## config.mk

```make
export PLATFORM = sky130hd
export DESIGN_NAME = rbuf_hit_monitor
export DESIGN_NICKNAME = d
export VERILOG_FILES = /design/src/rtl/hitmon_pkg.sv /design/src/rtl/hitmon_tenure_track.sv /design/src/rtl/hitmon_sat_counter.sv /design/src/rtl/hitmon_resource.sv /design/src/rtl/hitmon_regs.sv /design/src/rtl/rbuf_hit_monitor.sv
export SDC_FILE = /design/constraint.sdc
export NUM_CORES = 1
export LEC_CHECK = 0
export BUFFER_PORTS_ARGS = -buffer_cell sky130_fd_sc_hd__buf_2
export CORE_MARGIN = 2
export CORE_UTILIZATION = 40
export DETAILED_ROUTE_END_ITERATION = 8
export SLEW_MARGIN = 20
export SYNTH_ARGS = -nofsm -noshare
export SYNTH_HDL_FRONTEND = slang
export SYNTH_SLANG_ARGS = --single-unit
```

## constraint.sdc

```tcl
create_clock -name clk -period 7.6 [get_ports clk]
set_clock_uncertainty 0.15 [all_clocks]
set_input_delay 1.52 -clock clk [delete_from_list [all_inputs] [get_ports clk]]
set_output_delay 1.52 -clock clk [all_outputs]
set_load 0.02 [all_outputs]
```

## src/rtl/hitmon_pkg.sv

```systemverilog
// Shared types for the read-buffer hit monitor.
// Assumes masters are coded in two bits; code 3 selects no master.
package hitmon_pkg;

    typedef enum logic [1:0] {
        SRC_CPU  = 2'd0,
        SRC_PCIB = 2'd1,
        SRC_DMA  = 2'd2,
        SRC_NONE = 2'd3
    } master_e;

    // One completed tenure, presented for a single cycle
    typedef struct packed {
        logic    valid;
        logic    hit;
        master_e src;
    } outcome_t;

    localparam int CTRL_EN_BIT  = 0;
    localparam int CTRL_SEL_LSB = 1;
    localparam int CTRL_SEL_W   = 2;
    localparam int CTRL_CLR_BIT = 3;

endpackage

```

## src/rtl/hitmon_tenure_track.sv

```systemverilog
// Follows one bus tenure at a time and reduces it to a single outcome pulse.
// The hit flag is captured at the first data phase and held until the end strobe.
// Assumes tenures do not overlap; a new start restarts tracking.
// A tenure with no data phase produces no pulse.
module hitmon_tenure_track
    import hitmon_pkg::*;
(
    input  logic       clk,
    input  logic       rst_n,
    input  logic       req_start,
    input  logic [1:0] req_src,
    input  logic       data_valid,
    input  logic       data_hit,
    input  logic       tenure_end,
    output outcome_t   result
);

    logic    active_q;
    logic    seen_q;
    logic    hit_q;
    master_e src_q;

    logic    active_eff;
    logic    seen_prev;
    logic    seen_eff;
    logic    hit_eff;
    master_e src_eff;

    // Merge the registered tenure state with this cycle's strobes
    always_comb begin
        active_eff = active_q | req_start;
        src_eff    = req_start ? master_e'(req_src) : src_q;
        seen_prev  = req_start ? 1'b0 : seen_q;
        seen_eff   = seen_prev | data_valid;
        hit_eff    = seen_prev ? hit_q : data_hit;
    end

    // Track tenure state and latch the first-phase outcome
    always_ff @(posedge clk) begin
        if (!rst_n) begin
            active_q <= 1'b0;
            seen_q   <= 1'b0;
            hit_q    <= 1'b0;
            src_q    <= SRC_CPU;
        end else if (tenure_end) begin
            active_q <= 1'b0;
            seen_q   <= 1'b0;
            hit_q    <= 1'b0;
        end else if (active_eff) begin
            active_q <= 1'b1;
            src_q    <= src_eff;
            seen_q   <= seen_eff;
            hit_q    <= seen_eff ? hit_eff : 1'b0;
        end
    end

    // Emit one outcome pulse per tenure that moved data
    always_ff @(posedge clk) begin
        if (!rst_n) begin
            result <= '0;
        end else begin
            result.valid <= tenure_end & active_eff & seen_eff;
            result.hit   <= hit_eff;
            result.src   <= src_eff;
        end
    end

    // Once captured, the outcome stays put while the tenure continues
    assert_latched_outcome_R4: assert property (@(posedge clk) disable iff (!rst_n)
        (active_q && seen_q && !req_start && !tenure_end) |=> (hit_q == $past(hit_q)));

    // An end strobe with no data phase seen yields no outcome
    assert_no_data_no_pulse_R11: assert property (@(posedge clk) disable iff (!rst_n)
        (tenure_end && !data_valid && (!seen_q || req_start)) |=> !result.valid);

endmodule

```

## src/rtl/hitmon_sat_counter.sv

```systemverilog
// Saturating up-counter with a synchronous clear that overrides increment.
// Assumes at most one increment per cycle.
module hitmon_sat_counter #(
    parameter int CNT_W = 32
) (
    input  logic             clk,
    input  logic             rst_n,
    input  logic             clr,
    input  logic             inc,
    output logic [CNT_W-1:0] value
);

    localparam logic [CNT_W-1:0] CNT_MAX = '1;

    // Count up, stick at the top, clear wins
    always_ff @(posedge clk) begin
        if (!rst_n) begin
            value <= '0;
        end else if (clr) begin
            value <= '0;
        end else if (inc && value != CNT_MAX) begin
            value <= value + 1'b1;
        end
    end

    assert_no_overflow_R8: assert property (@(posedge clk) disable iff (!rst_n)
        (value == CNT_MAX && !clr) |=> (value == CNT_MAX));

    assert_clear_priority_R9: assert property (@(posedge clk) disable iff (!rst_n)
        clr |=> (value == '0));

endmodule

```

## src/rtl/hitmon_resource.sv

```systemverilog
// One counting resource: filters outcomes by master and enable, and counts
// requests and hits. Assumes the outcome pulse lasts one cycle per tenure.
module hitmon_resource
    import hitmon_pkg::*;
#(
    parameter int CNT_W = 32
) (
    input  logic             clk,
    input  logic             rst_n,
    input  logic             en,
    input  logic [1:0]       sel,
    input  logic             clr,
    input  outcome_t         ev,
    output logic [CNT_W-1:0] hits,
    output logic [CNT_W-1:0] total
);

    logic match;

    // Decide whether this outcome belongs to the resource
    always_comb begin
        match = ev.valid && en && (ev.src == master_e'(sel));
    end

    hitmon_sat_counter #(.CNT_W(CNT_W)) u_total (
        .clk   (clk),
        .rst_n (rst_n),
        .clr   (clr),
        .inc   (match),
        .value (total)
    );

    hitmon_sat_counter #(.CNT_W(CNT_W)) u_hits (
        .clk   (clk),
        .rst_n (rst_n),
        .clr   (clr),
        .inc   (match && ev.hit),
        .value (hits)
    );

    assert_hits_within_total_R5: assert property (@(posedge clk) disable iff (!rst_n)
        hits <= total);

    assert_disabled_frozen_R7: assert property (@(posedge clk) disable iff (!rst_n)
        (!en && !clr) |=> $stable(total));

    assert_other_master_ignored_R6: assert property (@(posedge clk) disable iff (!rst_n)
        (ev.src != master_e'(sel) && !clr) |=> ($stable(total) && $stable(hits)));

endmodule

```

## src/rtl/hitmon_regs.sv

```systemverilog
// Register port: per-resource control words and read access to counts.
// Control layout: bit 0 enable, bits 2:1 master select, bit 3 clear (write-1, reads 0).
// Assumes DATA_W >= CNT_W and the address space covers 3*NUM_RES words.
module hitmon_regs
    import hitmon_pkg::*;
#(
    parameter int NUM_RES = 2,
    parameter int CNT_W   = 32,
    parameter int ADDR_W  = 3,
    parameter int DATA_W  = 32
) (
    input  logic                            clk,
    input  logic                            rst_n,
    input  logic                            reg_wr,
    input  logic [ADDR_W-1:0]               reg_addr,
    input  logic [DATA_W-1:0]               reg_wdata,
    input  logic [NUM_RES-1:0][CNT_W-1:0]   hits,
    input  logic [NUM_RES-1:0][CNT_W-1:0]   totals,
    output logic [NUM_RES-1:0]              en,
    output logic [NUM_RES-1:0][1:0]         sel,
    output logic [NUM_RES-1:0]              clr,
    output logic [DATA_W-1:0]               rdata
);

    localparam int CNT_BASE = NUM_RES;

    // Hold the control fields written by software
    always_ff @(posedge clk) begin
        if (!rst_n) begin
            en  <= '0;
            sel <= '0;
        end else begin
            for (int i = 0; i < NUM_RES; i++) begin
                if (reg_wr && reg_addr == ADDR_W'(i)) begin
                    en[i]  <= reg_wdata[CTRL_EN_BIT];
                    sel[i] <= reg_wdata[CTRL_SEL_LSB +: CTRL_SEL_W];
                end
            end
        end
    end

    // Decode clear strobes straight from the write so they meet same-cycle events
    always_comb begin
        clr = '0;
        for (int i = 0; i < NUM_RES; i++) begin
            clr[i] = reg_wr && (reg_addr == ADDR_W'(i)) && reg_wdata[CTRL_CLR_BIT];
        end
    end

    // Select the read word from the address
    always_comb begin
        rdata = '0;
        for (int i = 0; i < NUM_RES; i++) begin
            if (reg_addr == ADDR_W'(i)) begin
                rdata[CTRL_EN_BIT]                    = en[i];
                rdata[CTRL_SEL_LSB +: CTRL_SEL_W]     = sel[i];
            end
            if (reg_addr == ADDR_W'(CNT_BASE + 2 * i)) begin
                rdata[CNT_W-1:0] = hits[i];
            end
            if (reg_addr == ADDR_W'(CNT_BASE + 2 * i + 1)) begin
                rdata[CNT_W-1:0] = totals[i];
            end
        end
    end

    assert_clear_reads_zero_R9: assert property (@(posedge clk) disable iff (!rst_n)
        (reg_addr < ADDR_W'(NUM_RES)) |-> (rdata[CTRL_CLR_BIT] == 1'b0));

endmodule

```

## src/rtl/rbuf_hit_monitor.sv

```systemverilog
// Top of the read-buffer hit monitor: one tenure tracker feeding NUM_RES
// counting resources, with a register port for control and count readback.
// Assumes tenures arrive one at a time on a single event interface.
module rbuf_hit_monitor
    import hitmon_pkg::*;
#(
    parameter int NUM_RES = 2,
    parameter int CNT_W   = 32,
    parameter int ADDR_W  = 3,
    parameter int DATA_W  = 32
) (
    input  logic              clk,
    input  logic              rst_n,
    input  logic              req_start,
    input  logic [1:0]        req_src,
    input  logic              data_valid,
    input  logic              data_hit,
    input  logic              tenure_end,
    input  logic              reg_wr,
    input  logic [ADDR_W-1:0] reg_addr,
    input  logic [DATA_W-1:0] reg_wdata,
    output logic [DATA_W-1:0] reg_rdata
);

    outcome_t                         outcome;
    logic [NUM_RES-1:0]               res_en;
    logic [NUM_RES-1:0][1:0]          res_sel;
    logic [NUM_RES-1:0]               res_clr;
    logic [NUM_RES-1:0][CNT_W-1:0]    res_hits;
    logic [NUM_RES-1:0][CNT_W-1:0]    res_total;

    hitmon_tenure_track u_track (
        .clk        (clk),
        .rst_n      (rst_n),
        .req_start  (req_start),
        .req_src    (req_src),
        .data_valid (data_valid),
        .data_hit   (data_hit),
        .tenure_end (tenure_end),
        .result     (outcome)
    );

    for (genvar g = 0; g < NUM_RES; g++) begin : g_res
        hitmon_resource #(.CNT_W(CNT_W)) u_res (
            .clk   (clk),
            .rst_n (rst_n),
            .en    (res_en[g]),
            .sel   (res_sel[g]),
            .clr   (res_clr[g]),
            .ev    (outcome),
            .hits  (res_hits[g]),
            .total (res_total[g])
        );
    end

    hitmon_regs #(
        .NUM_RES (NUM_RES),
        .CNT_W   (CNT_W),
        .ADDR_W  (ADDR_W),
        .DATA_W  (DATA_W)
    ) u_regs (
        .clk       (clk),
        .rst_n     (rst_n),
        .reg_wr    (reg_wr),
        .reg_addr  (reg_addr),
        .reg_wdata (reg_wdata),
        .hits      (res_hits),
        .totals    (res_total),
        .en        (res_en),
        .sel       (res_sel),
        .clr       (res_clr),
        .rdata     (reg_rdata)
    );

endmodule

```

**Word-level counts from Yosys, hierarchy flattened**

Cells that the tools add are included.

- Flip-flop bits (word level): 143
- Input port bits: 44
- Output and inout port bits: 32
- Logic and storage cells: 65

- $add $sub $neg: 4
- Equality and inequality tests: 11
- Mux-type cells: 10
- Bitwise gates (word level): 6
- Reductions and logical operators: 19

Operators with widths:

| operator | number |
|---|---|
| $add A32 B1 Y32 const B | 4 |
| $mux W32 | 4 |
| $ne A32 B32 Y1 const B | 4 |
| $logic_and A1 B1 Y1 | 14 |
| $eq A3 B2 Y1 const B | 2 |
| $eq A3 B3 Y1 const B | 2 |
| $mux W3 | 2 |
| $reduce_or A2 Y1 | 3 |
| $eq A2 B2 Y1 | 2 |
| $eq A3 B1 Y1 const B | 1 |
| $logic_not A3 Y1 | 1 |
| $mux W1 | 3 |
| $and A1 B1 Y1 | 2 |
| $mux W2 | 1 |
| $not A1 Y1 | 2 |
| $or A1 B1 Y1 | 2 |
| $reduce_and A2 Y1 | 1 |

**Depth between registers and ports, before layout**

- Word-level depth: 7
- Depth in mapped cells: 9
- Depth with buffers taken out: 6

**Cells and area by module**

A second synthesis with hierarchy kept.

- Cells, all modules: 1023
- Area total of the unflattened synthesis: 8454.4 um^2

Modules (own cells, without submodules):

| module | instances | cells each | area each (um^2) | sequential area each (um^2) |
|---|---|---|---|---|
| hitmon_sat_counter | 4 | 203 | 1667.8 | 640.6 |
| hitmon_regs | 1 | 166 | 1326.3 | 120.1 |
| hitmon_tenure_track | 1 | 35 | 374.1 | 180.2 |
| hitmon_resource | 2 | 5 | 41.3 | 0.0 |

**Worst setup path after synthesis**

OpenSTA, ideal clock, no wires.

- Path type: input port to output port
- Start: in reg_addr[0]
- End: out reg_rdata[10]
- Arrival time: 2.963 ns
- Data required time: 5.930 ns
- Setup slack: 2.967 ns
- Cell stages on the path: 5
- Path buffers: 3
- Cell sequence: buf_2 > buf_1 > buf_1 > mux2i_1 > o22ai_1

- Longest elaborated chain between the ends: 5

RTL lines:

| item | line | text |
|---|---|---|
| from (decl) | rbuf_hit_monitor.sv:20 | `input logic [ADDR_W-1:0] reg_addr,` |
| $eq A3 B2 Y1 | hitmon_regs.sv:58 | `if (reg_addr == ADDR_W'(CNT_BASE + 2 * i)) begin` |
| $mux W32 | hitmon_regs.sv:58 |  |
| $mux W32 | hitmon_regs.sv:61 | `if (reg_addr == ADDR_W'(CNT_BASE + 2 * i + 1)) begin` |
| $mux W32 | hitmon_regs.sv:58 |  |
| $mux W32 (*) | hitmon_regs.sv:61 |  |
| to (decl) | rbuf_hit_monitor.sv:22 | `output logic [DATA_W-1:0] reg_rdata` |

Mark *: on every way between the ends. The rest lies on a longest branch, timed or not.

**Worst setup path after layout**

- Start: in reg_addr[0]
- End: out reg_rdata[27]

Same word-level chain as after synthesis.

==> implementation parameters <==
Parameter                              Value

Floorplanning
  Die ar. ... 21,700 µm²
  Num ports ... 76
  Area of the placeable core ... 20,200 µm²
  Initial core utilization ... 40.7%
  Die extent in x ... 147 µm
  Row cnt ... 52
  Die Height ... 147 µm

Clock network
  Library cell used as clock root buffer ... sky130_fd_sc_hd__clkbuf_16
  Count of clock tree sinks ... 143
  Cts repair resizes ... 0
  Clock transition at path regs ... 0.06 ns
  Number of levels the H-tree was split into ... 4
  Maximum count of clock buffers along a single path ... 2
  Clock insertion delay at the later pin of the skew report ... 0.43 ns
  TritonCTS buffer count ... 17
  TritonCTS clock tree ... done
  Number of buffers inserted for hold repair after clock tree synthesis ... 0
  Setup fix buffers added after clock tree synthesis ... 0

Run status
  Outcome ... completed

Flow run
  Count of maximum capacitance violations ... 0

Placement
  Weighted congestion at the end of routability-driven global placement ... 0.866
  Detailed Place HPWL ... 16,600 µm
  Number of I/O port buffers ... 47
  Worst setup slack before clock tree synthesis ... 2.59 ns
  Cell area after placement ... 8650 µm²

Synthesis
  EDFF count, synth ... 0
  Fraction of synthesis flops using an asynchronous set or reset pin ... 0%
  Unique cell type count in the Yosys netlist ... 58
  Total of flip-flops plus latches after synthesis ... 143
  Cell types with the highest counts after synthesis ... sky130_fd_sc_hd__dfxtp_1 (143), sky130_fd_sc_hd__a21oi_1 (83), sky130_fd_sc_hd__mux2i_1 (79), sky130_fd_sc_hd__nand2_1 (73), sky130_fd_sc_hd__nand3_1 (56)
  Synth area leaders ... sky130_fd_sc_hd__dfxtp_1 (35%), sky130_fd_sc_hd__mux2i_1 (9.6%), sky130_fd_sc_hd__a21oi_1 (5.0%), sky130_fd_sc_hd__or4_1 (3.6%), sky130_fd_sc_hd__or3_1 (3.5%)
  Most instantiated library cell after synthesis ... sky130_fd_sc_hd__dfxtp_1
  Sequential-to-total area share from yosys stat ... 34.8%
  Post-synthesis instance total ... 1,002
  Number of warnings printed during yosys synthesis ... 0
  Avg Cell Area, Syn ... 8.22 µm²
  Post-synthesis net count ... 1,050
  Fraction of synthesized cell area taken by the top area cell type ... 34.8%
  Cell area after synthesis ... 8230 µm²
  Main synth FF type ... sky130_fd_sc_hd__dfxtp_1
  Library cell with the largest summed area after synthesis ... sky130_fd_sc_hd__dfxtp_1

Layout
  Area growth from synthesis to layout ... 12.5%
  Final antenna diode count ... 0
  Share of final-layout standard cells stronger than drive strength 1 ... 10.6%
  Utilization of the core after routing ... 45.8%
  Net total in the final layout ... 1,065
  Post-route design area ... 9270 µm²

Worst hold path
  Number of stages on the worst hold path ... 2
  Path type of the worst min-delay path ... flip-flop to flip-flop
  Launch point of the worst hold path ... g_res[1].u_res.u_total.value[15]$_SDFFE_PP0P_
  Worst-case hold path end point ... g_res[1].u_res.u_total.value[15]$_SDFFE_PP0P_

Detailed routing
  Vias per inst ... 6.01
  Sum of routed wire length over all layers ... 22,900 µm
  DR WL/cell ... 17.6 µm
  First-pass detailed-route iteration total ... 5
  Post-detailed-route count of antenna-violating nets ... 0
  DRC Markers ... 0
  Iter 0 DRT Violations ... 528
  Routed vias ... 7,807

Critical path
  Critical path startpoint category ... input port
  Worst path top cell family by delay ... buffers and inverters
  Most frequent CP cell ... sky130_fd_sc_hd__buf_4
  WP data required ... 5.93 ns
  Worst reg2reg path endpoint ... g_res[0].u_res.u_hits.value[7]$_SDFFE_PP0P_
  Crit Reg-Reg Startpoint ... g_res[0].u_res.u_hits.value[1]$_SDFFE_PP0P_
  FF-to-FF setup slack ... 4.57 ns
  Number of buffer and inverter stages on the critical path ... 3
  Startpoint-to-endpoint class of the critical path ... input port to primary output
  WP data arrival ... 3.37 ns
  Crit path capture type ... primary output
  Critical Path, Cell by Cell ... buf_4, buf_4, mux2i_1, o22ai_1, buf_2
  Delay of the slowest cell on the worst path ... 0.59 ns
  Slowest cell on the critical path ... sky130_fd_sc_hd__buf_4
  Count of cells along the worst register-to-register path ... 7
  Maximum fanout along the worst path ... 48

Global route
  Antenna violations before repair ... 0
  Leftover overflow at the end of global routing ... 0
  Maximum number of pins on one net before global-route repair ... 56
  Overall global routing resource usage ... 21.3%
  Global-route wire length before repair ... 37,400 µm
  Vias in the first global route ... 7,172

STA
  Max Slew Vio Count ... 0
  Top achievable clock speed ... 198 MHz
  Hold WS ... 0.341 ns
  Slew headroom ... 30.4%
  Worst Max-Slew Pin Slew ... 1.04 ns
  Number of endpoints failing setup at the final stage ... 0
  Accumulated negative setup slack ... 0 ns
  Portion of the clock cycle consumed by the worst path in the final layout ... 66.4%
  Final worst setup slack ... 2.56 ns
  Setup repair after global routing missed its margin ... no
  Final-report hold violation count ... 0
  Period minus WS final ... 5.04 ns

Pwr
  Power Dens Cells ... 183 nW/µm²
  Largest vdd supply drop ... 0.127 mV
  Static leakage ... 3.08 nW
[state kept, by name, indices dropped and copies added (netlist names)]
register	flops
u_track.src_q	2
u_regs.en	2
u_track.seen_q	1
g_res.u_res.u_total.value	64
u_track.active_q	1
u_regs.sel	4
u_track.hit_q	1
u_track.result	4
g_res.u_res.u_hits.value	64
[metrics by stage]
step	instances	power, mW
floorplan	1002	0.821
global placement	1268	0.840
detailed placement	1268	0.840
CTS	1300	1.71
global route	1300	1.75
finish	1300	1.70
[per-layer routing]
metal | part of all wire, % | global-route usage (%) | vias up
met1 | 47 | 28.4 | 3728
met5 | 0 | 0 | -
met2 | 47 | 34.5 | 146
li1 | - | - | 3887
met4 | 3.1 | 9.47 | 0
met3 | 3.2 | 2.84 | 46
[worst min-delay path: stages (launching register included)]
cell,delay (ns)
sky130_fd_sc_hd__dfxtp_1,0.33
sky130_fd_sc_hd__nand2_1,0.06
sky130_fd_sc_hd__mux2i_1,0.06
[layout make-up]
type                    instances  area [µm²]
clock buffers                  19         453
clock inverters                13         161
fillers                      2008       11000
inverters                      19        71.3
multi-input cells             780        5070
flip-flops and latches        143        2860
well taps                     270         338
repair buffers                 56         305
[power breakdown]
part           switching [mW]  leakage, nW  total, mW  internal [mW]
combinational          0.0455         1.64     0.0688         0.0232
sequential            0.00247         1.15      0.755          0.752
clock                   0.340        0.292      0.874          0.534
[how the worst max path moves through the flow]
stage               cells after the start       endpoint  slack [ns]        start
floorplan                               5  reg_rdata[10]        2.97  reg_addr[0]
finish                                  5  reg_rdata[27]        2.56  reg_addr[0]
global placement                        5  reg_rdata[27]        2.60  reg_addr[0]
detailed placement                      5  reg_rdata[27]        2.59  reg_addr[0]
global route                            5  reg_rdata[26]        2.52  reg_addr[0]
CTS                                     5  reg_rdata[27]        2.59  reg_addr[0]
[cells by family after synthesis]
family / count (synthesis) / share of synthesized area, %
AND/OR/NAND/NOR: 415 / 29.2
adder cells (fa/ha/maj): 4 / 0.608
AO/OA/AOI/OAI: 257 / 19.2
multiplexers: 80 / 9.88
flip-flops: 143 / 34.8
buffers and inverters: 79 / 3.80
XOR/XNOR: 24 / 2.55
[cell usage in the layout (no fill, tap or decap), types with 14 or more instances in the layout]
| master | count |
|---|---|
| sky130_fd_sc_hd__nor2_1 | 47 |
| sky130_fd_sc_hd__a21oi_1 | 83 |
| sky130_fd_sc_hd__mux2i_1 | 79 |
| sky130_fd_sc_hd__or4_1 | 40 |
| sky130_fd_sc_hd__o21ai_1 | 16 |
| sky130_fd_sc_hd__dfxtp_1 | 143 |
| sky130_fd_sc_hd__clkbuf_16 | 17 |
| sky130_fd_sc_hd__or3_1 | 46 |
| sky130_fd_sc_hd__xnor2_1 | 17 |
| sky130_fd_sc_hd__o211ai_1 | 15 |
| sky130_fd_sc_hd__and3_1 | 18 |
| sky130_fd_sc_hd__nor2b_1 | 14 |
| sky130_fd_sc_hd__buf_2 | 46 |
| sky130_fd_sc_hd__nand3_1 | 56 |
| sky130_fd_sc_hd__o31ai_1 | 22 |
| sky130_fd_sc_hd__and4_1 | 23 |
| sky130_fd_sc_hd__o22ai_1 | 30 |
| sky130_fd_sc_hd__inv_1 | 18 |
| sky130_fd_sc_hd__nand2_1 | 72 |
| sky130_fd_sc_hd__o21ai_0 | 42 |
| sky130_fd_sc_hd__nand4_1 | 41 |
(Power assumes the default switching activity.)
